## src/rtl/trp_pkg.sv

```systemverilog
package trp_pkg;
    localparam int NCH   = 6;
    localparam int TAG_W = 3;
    localparam logic [TAG_W-1:0] ADDR_CYCLE = 3'b110;
    localparam logic [TAG_W-1:0] ADDR_FIFO  = 3'b111;

    typedef enum logic [0:0] {
        ST_IDLE  = 1'b0,
        ST_DRIVE = 1'b1
    } rd_state_e;
endpackage

```

## src/rtl/trp_result_bank.sv

```systemverilog
module trp_result_bank
    import trp_pkg::*;
#(
    parameter int DATA_W = 12
) (
    input  logic                    clk,
    input  logic                    rst_n,
    input  logic [NCH-1:0]          res_done,
    input  logic [NCH*DATA_W-1:0]   sample_flat,
    output logic [NCH*DATA_W-1:0]   res_q,
    output logic [NCH-1:0]          loaded_q
);
    for (genvar g = 0; g < NCH; g++) begin : g_chan
        always_ff @(posedge clk) begin
            if (!rst_n) begin
                res_q[g*DATA_W +: DATA_W] <= '0;
                loaded_q[g]               <= 1'b0;
            end else if (res_done[g]) begin
                res_q[g*DATA_W +: DATA_W] <= sample_flat[g*DATA_W +: DATA_W];
                loaded_q[g]               <= 1'b1;
            end
        end

        AST_LOAD_CAPTURE: assert property (@(posedge clk) disable iff (!rst_n)
            res_done[g] |=> res_q[g*DATA_W +: DATA_W] == $past(sample_flat[g*DATA_W +: DATA_W]));
        AST_LOAD_FLAG: assert property (@(posedge clk) disable iff (!rst_n)
            res_done[g] |=> loaded_q[g]);
    end
endmodule

```

## src/rtl/trp_tag_fifo.sv

```systemverilog
module trp_tag_fifo
    import trp_pkg::*;
#(
    parameter int DATA_W = 12,
    parameter int DEPTH  = 8
) (
    input  logic                      clk,
    input  logic                      rst_n,
    input  logic [NCH-1:0]            res_done,
    input  logic [NCH*DATA_W-1:0]     sample_flat,
    input  logic                      pop,
    output logic [TAG_W+DATA_W-1:0]   head,
    output logic                      empty
);
    localparam int ENT_W = TAG_W + DATA_W;
    localparam int PTR_W = (DEPTH > 1) ? $clog2(DEPTH) : 1;
    localparam int CNT_W = $clog2(DEPTH + 1);

    logic [ENT_W-1:0] mem [DEPTH];
    logic [PTR_W-1:0] wr_ptr, rd_ptr;
    logic [CNT_W-1:0] count, free, n_take;
    logic [NCH-1:0]   take;
    logic [PTR_W-1:0] slot [NCH];
    logic             pop_eff;

    assign empty   = (count == '0);
    assign head    = mem[rd_ptr];
    assign pop_eff = pop && !empty;
    assign free    = CNT_W'(DEPTH) - count;

    // Channels are ranked in ascending order; a channel is taken while space remains.
    always_comb begin
        n_take = '0;
        for (int i = 0; i < NCH; i++) begin
            take[i] = res_done[i] && (n_take < free);
            slot[i] = PTR_W'((32'(wr_ptr) + 32'(n_take)) % DEPTH);
            if (take[i]) n_take = n_take + CNT_W'(1);
        end
    end

    always_ff @(posedge clk) begin
        for (int i = 0; i < NCH; i++) begin
            if (take[i]) mem[slot[i]] <= {TAG_W'(i), sample_flat[i*DATA_W +: DATA_W]};
        end
    end

    always_ff @(posedge clk) begin
        if (!rst_n) begin
            wr_ptr <= '0;
            rd_ptr <= '0;
            count  <= '0;
        end else begin
            wr_ptr <= PTR_W'((32'(wr_ptr) + 32'(n_take)) % DEPTH);
            if (pop_eff) rd_ptr <= PTR_W'((32'(rd_ptr) + 1) % DEPTH);
            count <= count + n_take - CNT_W'(pop_eff);
        end
    end

    AST_NO_OVERFLOW: assert property (@(posedge clk) disable iff (!rst_n)
        count <= CNT_W'(DEPTH));
    AST_FULL_HOLDS: assert property (@(posedge clk) disable iff (!rst_n)
        (count == CNT_W'(DEPTH) && !pop) |=> count == CNT_W'(DEPTH));
    AST_NO_EMPTY_POP: assert property (@(posedge clk) disable iff (!rst_n)
        pop |-> !empty);
endmodule

```

## src/rtl/trp_read_fsm.sv

```systemverilog
module trp_read_fsm
    import trp_pkg::*;
#(
    parameter int DATA_W = 12
) (
    input  logic                      clk,
    input  logic                      rst_n,
    input  logic                      sel_n,
    input  logic                      strobe_n,
    input  logic [TAG_W-1:0]          mode_addr,
    input  logic                      half_width,
    input  logic [NCH*DATA_W-1:0]     res_flat,
    input  logic [NCH-1:0]            loaded,
    input  logic [TAG_W+DATA_W-1:0]   fifo_head,
    input  logic                      fifo_empty,
    output logic                      fifo_pop,
    output logic [TAG_W+DATA_W:0]     dout,
    output logic                      dout_en
);
    localparam int WORD_W = 1 + TAG_W + DATA_W;

    rd_state_e           state_q, state_d;
    logic [DATA_W-1:0]   res_arr [NCH];
    logic [TAG_W-1:0]    sel_idx, cyc_ptr, mode_q;
    logic [WORD_W-1:0]   word_new, word_q;
    logic                byte_q, half_q;
    logic                open_req, open_evt, close_evt, finish;

    for (genvar g = 0; g < NCH; g++) begin : g_unpack
        assign res_arr[g] = res_flat[g*DATA_W +: DATA_W];
    end

    assign open_req  = !sel_n && !strobe_n;
    assign open_evt  = (state_q == ST_IDLE) && open_req;
    assign close_evt = (state_q == ST_DRIVE) && !open_req;
    assign finish    = close_evt && (!byte_q || half_q);
    assign fifo_pop  = finish && (mode_q == ADDR_FIFO) && word_q[WORD_W-1];

    // Word formed at OPEN from the current mode address.
    always_comb begin
        sel_idx  = (mode_addr == ADDR_CYCLE) ? cyc_ptr : mode_addr;
        word_new = '0;
        if (mode_addr == ADDR_FIFO) begin
            if (!fifo_empty) word_new = {1'b1, fifo_head};
        end else begin
            word_new = {loaded[sel_idx], sel_idx, res_arr[int'(sel_idx)]};
        end
    end

    always_comb begin
        state_d = state_q;
        unique case (state_q)
            ST_IDLE:  if (open_req)  state_d = ST_DRIVE;   // OPEN
            ST_DRIVE: if (!open_req) state_d = ST_IDLE;    // CLOSE
        endcase
    end

    always_ff @(posedge clk) begin
        if (!rst_n) state_q <= ST_IDLE;
        else        state_q <= state_d;
    end

    always_ff @(posedge clk) begin
        if (!rst_n) begin
            word_q  <= '0;
            mode_q  <= '0;
            byte_q  <= 1'b0;
            half_q  <= 1'b0;
            cyc_ptr <= '0;
        end else begin
            if (open_evt) begin
                mode_q <= mode_addr;
                byte_q <= half_width;
                if (!(half_width && half_q)) word_q <= word_new;
            end
            if (sel_n)          half_q <= 1'b0;
            else if (close_evt) half_q <= byte_q && !half_q;
            if (finish && mode_q == ADDR_CYCLE)
                cyc_ptr <= (cyc_ptr == TAG_W'(NCH-1)) ? '0 : cyc_ptr + TAG_W'(1);
        end
    end

    assign dout_en = (state_q == ST_DRIVE);

    always_comb begin
        dout = '0;
        if (dout_en) begin
            if (byte_q) dout[7:0] = half_q ? word_q[WORD_W-1 -: 8] : word_q[7:0];
            else        dout      = word_q;
        end
    end

    AST_DRIVE_ON_SELECT: assert property (@(posedge clk) disable iff (!rst_n)
        (!sel_n && !strobe_n) |=> dout_en);
    AST_QUIET_ON_RELEASE: assert property (@(posedge clk) disable iff (!rst_n)
        (sel_n || strobe_n) |=> !dout_en);
    AST_STABLE_READ: assert property (@(posedge clk) disable iff (!rst_n)
        (dout_en && $past(dout_en)) |-> $stable(dout));
    AST_CYC_RANGE: assert property (@(posedge clk) disable iff (!rst_n)
        cyc_ptr < TAG_W'(NCH));
    AST_PHASE_CLEAR: assert property (@(posedge clk) disable iff (!rst_n)
        sel_n |=> !half_q);
    AST_EMPTY_ZERO: assert property (@(posedge clk) disable iff (!rst_n)
        (dout_en && mode_q == ADDR_FIFO && !byte_q && !dout[WORD_W-1]) |-> dout == '0);
endmodule

```

## src/rtl/tagged_result_port.sv

```systemverilog
module tagged_result_port
    import trp_pkg::*;
#(
    parameter int DATA_W     = 12,
    parameter int FIFO_DEPTH = 8
) (
    input  logic                     clk,
    input  logic                     rst_n,
    input  logic [NCH-1:0]           res_done,
    input  logic [NCH*DATA_W-1:0]    sample_flat,
    input  logic                     sel_n,
    input  logic                     strobe_n,
    input  logic [TAG_W-1:0]         mode_addr,
    input  logic                     half_width,
    output logic [TAG_W+DATA_W:0]    dout,
    output logic                     dout_en
);
    logic [NCH*DATA_W-1:0]    res_flat;
    logic [NCH-1:0]           loaded;
    logic [TAG_W+DATA_W-1:0]  fifo_head;
    logic                     fifo_empty, fifo_pop;

    trp_result_bank #(.DATA_W(DATA_W)) i_bank (
        .clk(clk), .rst_n(rst_n), .res_done(res_done), .sample_flat(sample_flat),
        .res_q(res_flat), .loaded_q(loaded)
    );

    trp_tag_fifo #(.DATA_W(DATA_W), .DEPTH(FIFO_DEPTH)) i_fifo (
        .clk(clk), .rst_n(rst_n), .res_done(res_done), .sample_flat(sample_flat),
        .pop(fifo_pop), .head(fifo_head), .empty(fifo_empty)
    );

    trp_read_fsm #(.DATA_W(DATA_W)) i_fsm (
        .clk(clk), .rst_n(rst_n), .sel_n(sel_n), .strobe_n(strobe_n),
        .mode_addr(mode_addr), .half_width(half_width), .res_flat(res_flat),
        .loaded(loaded), .fifo_head(fifo_head), .fifo_empty(fifo_empty),
        .fifo_pop(fifo_pop), .dout(dout), .dout_en(dout_en)
    );
endmodule

```

## config.mk

```make
export PLATFORM = sky130hd
export DESIGN_NAME = tagged_result_port
export DESIGN_NICKNAME = d
export VERILOG_FILES = /design/src/rtl/trp_pkg.sv /design/src/rtl/trp_result_bank.sv /design/src/rtl/trp_tag_fifo.sv /design/src/rtl/trp_read_fsm.sv /design/src/rtl/tagged_result_port.sv
export SDC_FILE = /design/constraint.sdc
export NUM_CORES = 1
export LEC_CHECK = 0
export CAP_MARGIN = 20
export CORE_ASPECT_RATIO = 0.6
export CORE_MARGIN = 4
export CORE_UTILIZATION = 66
export CTS_CLUSTER_DIAMETER = 100
export DETAILED_ROUTE_END_ITERATION = 7
export PLACE_DENSITY = 0.92
export REMOVE_ABC_BUFFERS = 1
export SLEW_MARGIN = 30
export SYNTH_ARGS = -nofsm -noshare
export SYNTH_HDL_FRONTEND = slang
export SYNTH_SLANG_ARGS = --single-unit
```

## constraint.sdc

```tcl
create_clock -name clk -period 19.25 [get_ports clk]
set_input_delay 3.85 -clock clk [delete_from_list [all_inputs] [get_ports clk]]
set_output_delay 3.85 -clock clk [all_outputs]
set_load 0.1 [all_outputs]
```

==> impl.org <==
** Run status
- Run status :: finished clean

** Global route
- Entering global routing, the biggest net connects 83 pins.
- Via count of the first global-routing pass :: 14800
- The number of antenna violations at the first check in global routing came to 0.
- Global Route Usage Sum :: 0.406
- Global-route wire length before repair :: 89.0 mm
- Global routing finished with a remaining overflow of 0.

** STA
- Setup repair after global routing left no endpoint under its margin.
- After routing, the total negative slack on setup checks comes to 0 ns.
- Upper clock frequency limit :: 0.0736 GHz
- Measured against its own limit, the worst slew margin works out to 0.283.
- Clock skew on the completed layout was measured at 0.0172 ns.
- The hold violation count in the final report came to 0.
- Period Utilization, post-route :: 0.705
- At the pin with the least slew margin, the transition time is 1.07 ns.
- Final hold analysis gives a worst-case slack of 0.469 ns.
- The max-slew violation total from the final report was 0.
- The routed design could run at a clock period as short as 13.58 ns.
- Setup violations remaining at the end of the flow were counted as 0.
- Setup slack on the critical path of the routed design comes to 5.67 ns.

** Clocking
- For this design, the CTS-stage hold fixing added 0 buffers.
- Clock tree sinks :: 236
- CTS max path bufs :: 3
- Root buffer selected by CTS :: sky130_fd_sc_hd__clkbuf_16
- Once the clock tree was built, the setup fixing pass inserted 0 buffers.
- Max H-tree Level :: 1
- Clock-pin slew was measured on the worst setup and hold paths at 0.07 ns.
- Clock latency on the worst-skew pair, taken at its later pin, is 0.56 ns.
- Total CTS buffers :: 24
- Post-CTS repair changed the size of 0 cells.
- TritonCTS built the clock tree.

** Synthesis
- Synthesized cell area :: 16900 um2
- Average instance area after synthesis :: 10.1 um2
- Cell count after synthesis :: 1677
- Count of flip-flops with a built-in enable after synthesis :: 96
- Yosys warnings :: 0
- Post-synthesis async set-or-reset flop share :: 0
- The share of the Yosys chip area taken by registers is 0.337.
- Primary FF master, synth :: sky130_fd_sc_hd__dfxtp_1
- In this run, distinct cell masters in the synthesized netlist total 75.
- Register bit count reported by yosys :: 236

** Pwr
- Total leakage power :: 7.56 nW
- For this design the ratio of total power to cell area is 223 nW/um2.
- The design draws 4.25 mW.
- Worst vdd ir :: 0.000306 V
- Of the total power, combinational logic draws 0.649.
- Pint :: 2.35 mW
- The share of total power dissipated in the clock network is 0.123.
- Sequential power share :: 0.228
- Summed over all nets, the switching power comes to 1.90 mW.
- Switching share of power :: 0.446

** Routing
- Dividing the detail-routed via count by the number of cells gives 7.33.
- Mean routed wirelength per cell :: 29.4 um
- Before antenna repair, the detailed router went through 7 iterations.
- Final WL :: 60.1 mm
- Total via count after detailed routing :: 15000
- Iter 0 DRT Violations :: 2539
- Residual DRC count :: 0
- Count of nets left with antenna violations after detail routing :: 0

** Final layout
- Across the whole layout, storage elements account for 5690 um2.
- Fraction of layout cells with a size suffix above 1 :: 0.264
- The multi-input combinational cells in the finished layout cover a total of 10600 um2.
- Area Overhead vs Synth :: 12.7%
- ANT cells :: 0
- Total number of nets in the final design :: 1819
- The finished layout holds 2044 standard cells, fillers aside.
- The finished cells cover 19000 um2.
- End-of-flow core utilization :: 0.754
- Fill cells in the final layout number 1608.

** Die
- Effective utilization at floorplan :: 0.669
- Pin placement for this block handled 103 I/O pins.
- Die ar. :: 28300 um2
- The die is 132 um tall.
- Floorplan die width :: 214 um
- After floorplanning, the core was divided into 45 placement rows.
- In this run the standard cell core region covers 25200 um2.

** Critical path
- Worst EP required :: 19.42 ns
- Data arrival, critical path :: 13.75 ns
- The setup path with the least slack is of type in -> reg.
- The worst setup path is captured at a flop.
- The worst setup path is launched from an input pin.
- Depth of the worst register-to-register path :: 27
- Critical-path maximum fanout :: 14

** Min path
- The worst hold path belongs to the class reg -> reg.
- The worst hold path passes through 2 cells.

** Placed design
- Input and output buffers added on the ports amount to 102.
- The congestion estimate from routability-driven global placement came to 0.993.
- Once placement finished, the instance area stood at 18100 um2.
- Dpl ws :: 5.70 ns
- Total half-perimeter wirelength after legalization and detailed placement :: 38.6 mm
- Once placement completed, the tool counted placed cells totaling 2001.

** Job
- Max-cap violations in this run came to 0.
layer usage:
layer	vias to the layer above	wire length (um)	GRT usage
li1	6178	-	-
met1	7137	21900	0.543
met2	1362	24300	0.577
met3	307	10200	0.152
met4	2	3650	0.211
met5	-	22	0
cells by family after synthesis:
family                     count (synthesis)  share of synthesized area
AOI/OAI and AO/OA                        239                     0.0882
xor gates and xnor gates                  24                     0.0142
adders and majority gates                 35                     0.0282
buffers and inverters                    184                     0.0435
DFF                                      236                      0.337
muxes                                    537                      0.373
other                                      1                   0.000222
and+or+nand+nor                          421                      0.115
final timing paths:
kind / from / end / slack, ns
hold / removal: i_bank.loaded_q[2] / i_bank.loaded_q[2] / 0.47
setup / recovery: res_done[0] / i_fifo.mem[0][10] / 5.67
setup reg to reg: i_fifo.count[0] / i_fifo.mem[0][10] / 8.01
hold reg to reg: i_bank.loaded_q[2] / i_bank.loaded_q[2] / 0.47
Yosys cell counts (3+ instances only):
cell / n / area share
sky130_fd_sc_hd__mux2_2: 284 / 0.19
sky130_fd_sc_hd__mux2i_1: 204 / 0.12
sky130_fd_sc_hd__nor2_1: 176 / 0.039
sky130_fd_sc_hd__dfxtp_1: 140 / 0.17
sky130_fd_sc_hd__nand2_1: 113 / 0.025
sky130_fd_sc_hd__clkbuf_1: 107 / 0.024
sky130_fd_sc_hd__edfxtp_1: 96 / 0.17
sky130_fd_sc_hd__o21ai_0: 72 / 0.021
sky130_fd_sc_hd__a21oi_1: 67 / 0.020
sky130_fd_sc_hd__mux4_2: 43 / 0.057
sky130_fd_sc_hd__inv_1: 36 / 0.0080
sky130_fd_sc_hd__ha_1: 30 / 0.022
sky130_fd_sc_hd__nand3_1: 30 / 0.0089
sky130_fd_sc_hd__buf_1: 22 / 0.0049
sky130_fd_sc_hd__a211oi_1: 18 / 0.0080
sky130_fd_sc_hd__and2_1: 17 / 0.0063
sky130_fd_sc_hd__xnor2_1: 16 / 0.0083
sky130_fd_sc_hd__and3_1: 14 / 0.0052
sky130_fd_sc_hd__buf_2: 14 / 0.0042
sky130_fd_sc_hd__nand4_1: 13 / 0.0048
sky130_fd_sc_hd__nor2b_1: 13 / 0.0048
sky130_fd_sc_hd__o22ai_1: 13 / 0.0048
sky130_fd_sc_hd__nor3_1: 10 / 0.0030
sky130_fd_sc_hd__a21boi_0: 8 / 0.0036
sky130_fd_sc_hd__a31oi_1: 8 / 0.0030
sky130_fd_sc_hd__nand2b_1: 7 / 0.0026
sky130_fd_sc_hd__a21o_1: 6 / 0.0027
sky130_fd_sc_hd__mux2_4: 6 / 0.0053
sky130_fd_sc_hd__o211ai_1: 6 / 0.0027
sky130_fd_sc_hd__xor2_1: 6 / 0.0031
sky130_fd_sc_hd__fa_1: 5 / 0.0059
sky130_fd_sc_hd__a311o_1: 4 / 0.0024
sky130_fd_sc_hd__a311oi_1: 4 / 0.0021
sky130_fd_sc_hd__a31o_2: 4 / 0.0021
sky130_fd_sc_hd__nand3b_1: 4 / 0.0018
sky130_fd_sc_hd__nand4b_1: 4 / 0.0021
sky130_fd_sc_hd__o21a_1: 4 / 0.0018
sky130_fd_sc_hd__buf_6: 3 / 0.0020
sky130_fd_sc_hd__nor3b_1: 3 / 0.0013
sky130_fd_sc_hd__o221ai_1: 3 / 0.0016
sequential cells by signal, summed over array words and instances (netlist names), named ones only:
| name | count |
|---|---|
| i_fifo.mem | 120 |
| i_bank.res_q | 72 |
| i_fsm.word_q | 16 |
| i_bank.loaded_q | 6 |
| i_fifo.count | 4 |
| i_fifo.rd_ptr | 3 |
| i_fifo.wr_ptr | 3 |
| i_fsm.cyc_ptr | 3 |
| i_fsm.mode_q | 3 |
| i_fsm.byte_q | 1 |
| i_fsm.dout_en | 1 |
| i_fsm.half_q | 1 |
placed cells by master, fill, tap and decap left out, drive strengths merged, types with 7 or more instances in the layout:
master,count
xnor2,16
nor2b,13
o21ai,74
inv,39
nand2,113
and2,17
clkdlybuf4s50,102
and3,14
clkbuf,33
nand3,31
buf,40
ha,30
mux2i,204
nor2,176
dfxtp,140
nor3,11
mux4,43
o22ai,13
a21oi,67
nand2b,7
a211oi,18
nand4,14
edfxtp,96
a21boi,9
a31oi,9
mux2,290
power by group through the flow:
stage / clock network [mW] / logic [mW] / registers, mW
2_1_floorplan: 0 / 1.84 / 0.932
3_3_place_gp: 0 / 2.45 / 0.963
3_5_place_dp: 0 / 2.60 / 0.972
4_1_cts: 0.516 / 2.63 / 0.964
5_1_grt: 0.536 / 2.86 / 0.980
6_report: 0.521 / 2.76 / 0.971
final cells by class:
| cell class | instances | share of cell area |
|---|---|---|
| multi-input cells | 1257 | 0.556 |
| flip-flops and latches | 236 | 0.299 |
| repair buffers | 142 | 0.0706 |
| clock buffers | 33 | 0.0405 |
| well taps | 329 | 0.0216 |
| inverters | 37 | 0.00737 |
| clock inverters | 10 | 0.00467 |
worst max-delay path, stage by stage:
cell and delay, ns:
sky130_fd_sc_hd__clkdlybuf4s50_1 0.46, sky130_fd_sc_hd__buf_4 0.33, sky130_fd_sc_hd__inv_1 0.13, sky130_fd_sc_hd__a31oi_1 0.57, sky130_fd_sc_hd__inv_1 0.10, sky130_fd_sc_hd__ha_1 0.37
sky130_fd_sc_hd__nand2b_1 0.17, sky130_fd_sc_hd__a21o_1 0.21, sky130_fd_sc_hd__a31o_2 0.33, sky130_fd_sc_hd__o21ai_0 0.44, sky130_fd_sc_hd__ha_1 0.29, sky130_fd_sc_hd__a21o_1 0.15
sky130_fd_sc_hd__o211ai_1 0.17, sky130_fd_sc_hd__nand2_1 0.26, sky130_fd_sc_hd__o31a_1 0.46, sky130_fd_sc_hd__o21a_1 0.27, sky130_fd_sc_hd__ha_1 0.25, sky130_fd_sc_hd__nor2_1 0.09
sky130_fd_sc_hd__o21ai_0 0.56, sky130_fd_sc_hd__nand3_1 0.53, sky130_fd_sc_hd__mux2_2 0.51, sky130_fd_sc_hd__ha_1 0.23, sky130_fd_sc_hd__nand3b_1 0.16, sky130_fd_sc_hd__o41ai_2 0.78
sky130_fd_sc_hd__nand3_1 0.97, sky130_fd_sc_hd__nand4_1 1.06
Note: power is estimated with default switching activity, not from simulation.
